File: config.mk
export PLATFORM = sky130hd
export DESIGN_NAME = ramp_adc
export DESIGN_NICKNAME = d
export VERILOG_FILES = /design/src/rtl/ramp_adc.sv
export SDC_FILE = /design/constraint.sdc
export NUM_CORES = 1
export LEC_CHECK = 0
export BUFFER_PORTS_ARGS = -buffer_cell sky130_fd_sc_hd__buf_2
export CAP_MARGIN = 25
export CORE_MARGIN = 2
export CORE_UTILIZATION = 50
export CTS_BUF_LIST = sky130_fd_sc_hd__clkbuf_2
export DETAILED_ROUTE_END_ITERATION = 10
export PLACE_DENSITY = 0.81
export SYNTH_ARGS = -nofsm -noshare
export SYNTH_HDL_FRONTEND = slang
export SYNTH_SLANG_ARGS = --single-unit
File: constraint.sdc
create_clock -name clk -period 5.3 [get_ports clk]
set_input_delay 1.06 -clock clk [delete_from_list [all_inputs] [get_ports clk]]
set_output_delay 1.06 -clock clk [all_outputs]
set_load 0.01 [all_outputs]
File: src/rtl/ramp_adc.sv
module ramp_adc #(
  parameter int CNT_W = 8,
  parameter int NCH   = 4
) (
  input  logic                 clk,
  input  logic                 rst,
  input  logic [CNT_W-1:0]     charge_end,
  input  logic [NCH-1:0]       cmp_in,
  output logic                 ramp_pwm,
  output logic [NCH*CNT_W-1:0] code_o,
  output logic [NCH-1:0]       ovr_o,
  output logic                 valid_o
);
  localparam logic [CNT_W-1:0] FULL = '1;

  logic [CNT_W-1:0]            cnt;
  logic [NCH-1:0]              s1, s2, prev, got;
  logic [NCH-1:0][CNT_W-1:0]   lat, cde;
  logic                        last;
  logic [NCH-1:0]              chg;

  assign last     = (cnt == FULL);
  assign chg      = s2 ^ prev;
  assign ramp_pwm = (cnt != '0) && (cnt <= charge_end);
  assign code_o   = cde;

  always_ff @(posedge clk) begin
    if (rst) begin
      cnt     <= '0;
      s1      <= '0;
      s2      <= '0;
      prev    <= '0;
      valid_o <= 1'b0;
    end else begin
      cnt     <= cnt + 1'b1;
      s1      <= cmp_in;
      s2      <= s1;
      prev    <= s2;
      valid_o <= last;
    end
  end

  for (genvar i = 0; i < NCH; i++) begin : g_ch
    always_ff @(posedge clk) begin
      if (rst) begin
        got[i]   <= 1'b0;
        lat[i]   <= '0;
        cde[i]   <= '0;
        ovr_o[i] <= 1'b0;
      end else if (last) begin
        cde[i]   <= got[i] ? lat[i] : FULL;
        ovr_o[i] <= !got[i] && !chg[i];
        got[i]   <= 1'b0;
      end else if (chg[i] && !got[i]) begin
        lat[i] <= cnt;
        got[i] <= 1'b1;
      end
    end
  end
endmodule


==> metrics.txt <==
Via density 5.044; slew margin rel. 34.44%; unrepaired setup endpoints after global routing no; Net count, final 440; Mean Syn Cell Area about 10 um^2; Area growth syn-to-layout 9.563%; die area 8328 um^2; Synth Warn # 0; GPL Wtd Cong 0.8236; worst-path fanout max 9; reg2reg start cnt[1]$_SDFF_PP0_; DIE WIDTH between 90 and 100 um; Clock Path Buffers 2; setup_tns 0 ps; post-route ant nets 0; CTS tree done; clock root buffer clkbuf_2; Final min period 3284 ps; Hold Vio Cnt, Final 0; Final Instance Area roughly 4200 um^2; Overflow after GRT 0; first drt pass iteration count 4; Ant. Diodes 0; pin count of the biggest net entering global routing 56; # resized after CTS 0; largest family of logic cells by synthesized area compound AO/OA/AOI/OAI gates; first-pass GRT wire length 12250 um; Design Power 1109 uW; Syn Std Cell Area 3807 um^2; area share of and/or/nand/nor cells after synthesis 11.34%; post-synthesis compound-gate area fraction 20.31%; initial DRC count 155; Vias 2623; final worst-path setup slack between 2000 and 2500 ps; count of mapped cells out of synthesis 371; Core Footprint 7331 um^2; number of port buffers ~50; worst ir drop on vdd 197.2 uV; row count 31; Seq cells post-synth 93; # H-tree levels 3; share of layout cells above drive strength 1 between 30% and 40%; CP startpoint cnt[0]$_SDFF_PP0_; ys async rst share 0%; initial antenna violation count 0; Final Skew between 20 and 25 ps; post-synthesis mux area share 6.047%; crit path DAT ~2200 ps; Leak roughly 0.0019 uW; critical path launch point type flip-flop; hpwl dp 4807 um; die height between 90 and 100 um; max-slew violations 0; worst reg2reg path endpoint got[2]$_SDFFE_PP0P_; Max Cap Violations 0; post-synth top area cell dfxtp_1; number of setup buffers added after CTS 0; hold slack 460.7 ps; Worst Tran Pin Value 983.4 ps; Seq/Total Area, Yosys a little under 50%; # fillers 669; Worst Reg-to-Reg Cells 5; synth top area cells dfxtp_1 (49%), o21ai_2 (12%), mux2i_1 (6.0%), inv_1 (4.7%), nor2_1 (3.8%); post-synthesis xor/xnor area fraction 2.070%; number of global-route vias before repair 2675; commonest non-fill, non-tap cell in the layout dfxtp_1; all-layer global routing usage 18.41%; Routed WL between 7000 and 8000 um; I/O Pins 52; synth unique cells 39; CTS Hold Buffers Added 0; share of the synthesized area in the top cell type about 49%; Clock Sinks 93; outcome finished clean; period utilization between 60 and 70%; CTS buffer count 9; Clock Latency Late Sink 550 ps; FF-to-FF setup slack 2770 ps; Routed WL per cell 13.62 um; Main synth FF type dfxtp_1; pre-CTS WS 2064 ps; final setup fails 0; Post-synth EDFFs 0; Fmax slightly above 0.3 GHz; worst hold path type flip-flop to flip-flop; Clock transition at path regs around 230 ps; Initial Util 51.94%; CP Class flip-flop to primary output; most frequent cells in the layout dfxtp_1 (93), buf_2 (51), o21ai_2 (50); syn_nets 395; CP Capture Type primary output; worst path required time 4240 ps; DRC errors left 0; Post-DP Area 4083 um^2; CP endpoint ramp_pwm; Pwr per Cell Area approximately 270 nW/um^2; Post-Synth Adder-Cell Area 3.286%
==> synthesized netlist by cell type (all sizes together) (2+ instances only) <==
| master | n |
|---|---|
| a21oi | 5 |
| a221oi | 3 |
| a22o | 7 |
| a311oi | 6 |
| and2 | 2 |
| buf | 11 |
| clkbuf | 8 |
| dfxtp | 93 |
| ha | 10 |
| inv | 48 |
| mux2i | 23 |
| nand2 | 7 |
| nand3 | 3 |
| nand4 | 3 |
| nor2 | 39 |
| nor2b | 20 |
| nor3 | 2 |
| nor4 | 2 |
| o21ai | 60 |
| o311ai | 4 |
| xnor2 | 3 |
| xor2 | 6 |
==> power breakdown <==
part           switching, uW  total (uW)  internal [uW]  leakage [uW]
Sequential              14.6         731            717      0.000754
Combinational           51.2        82.6           31.4       0.00105
Clock                    232         295           63.1     0.0000597
Total                    298        1110            811       0.00186
==> per-layer routing <==
metal / part of all wire (%) / wire, um / global-route usage [%]
met1: 46 / 3271 / 21.91
met4: 2.0 / 142 / 7.197
met3: 5.1 / 361 / 5.477
met2: 47 / 3307 / 31.17
met5: 0 / 0 / 0
==> sequential cells by signal, indices dropped and copies added, names as in the netlist <==
register and cells:
code_o 32, got 4, lat 32, s1 4
prev 4, cnt 8, ovr_o 4, s2 4
valid_o 1
==> cells by family (layout without fill, tap and decap cells) <==
| kind of cell | after synthesis | count (layout) |
|---|---|---|
| adders and majority gates | 10 | 10 |
| xor gates and xnor gates | 9 | 9 |
| DFF | 93 | 93 |
| and+or+nand+nor | 82 | 82 |
| buffers and inverters | 67 | 117 |
| AOI/OAI and AO/OA | 87 | 87 |
| muxes | 23 | 23 |
==> per-stage QoR <==
stage / cells / utilization [%]
detailed placement: 504 / 55.69
floorplan: 371 / -
CTS: 520 / 56.90
global route: 520 / 56.90
global placement: 503 / 55.49
finish: 520 / 56.90
==> cell type report <==
type / count / area [um^2] / share of cell area [%]
inverters: 48 / 180.2 / 4.319
multi-input cells: 211 / 1639 / 39.29
well taps: 99 / 123.9 / 2.969
clock buffers: 10 / 50.05 / 1.200
clock inverters: 6 / 38.79 / 0.9298
flip-flops and latches: 93 / 1862 / 44.63
repair buffers: 53 / 277.8 / 6.659
==> how the worst min path moves through the flow <==
stage,startpoint,end,slack (ps),depth (start not counted)
2_1_floorplan,s1[0]$_SDFF_PP0_,s2[0]$_SDFF_PP0_,410,1
3_3_place_gp,s1[0]$_SDFF_PP0_,s2[0]$_SDFF_PP0_,420,1
3_5_place_dp,s1[3]$_SDFF_PP0_,s2[3]$_SDFF_PP0_,420,1
4_1_cts,s1[0]$_SDFF_PP0_,s2[0]$_SDFF_PP0_,460,1
5_1_grt,s2[3]$_SDFF_PP0_,prev[3]$_SDFF_PP0_,480,1
6_report,s1[0]$_SDFF_PP0_,s2[0]$_SDFF_PP0_,460,1
==> critical path, stage by stage (launching register included) <==
cell and delay [ps]:
dfxtp_1 630, inv_1 150, ha_1 300, nand4_1 100
o21a_1 180, nor3_1 170, buf_2 150
(Power assumes the default switching activity.)
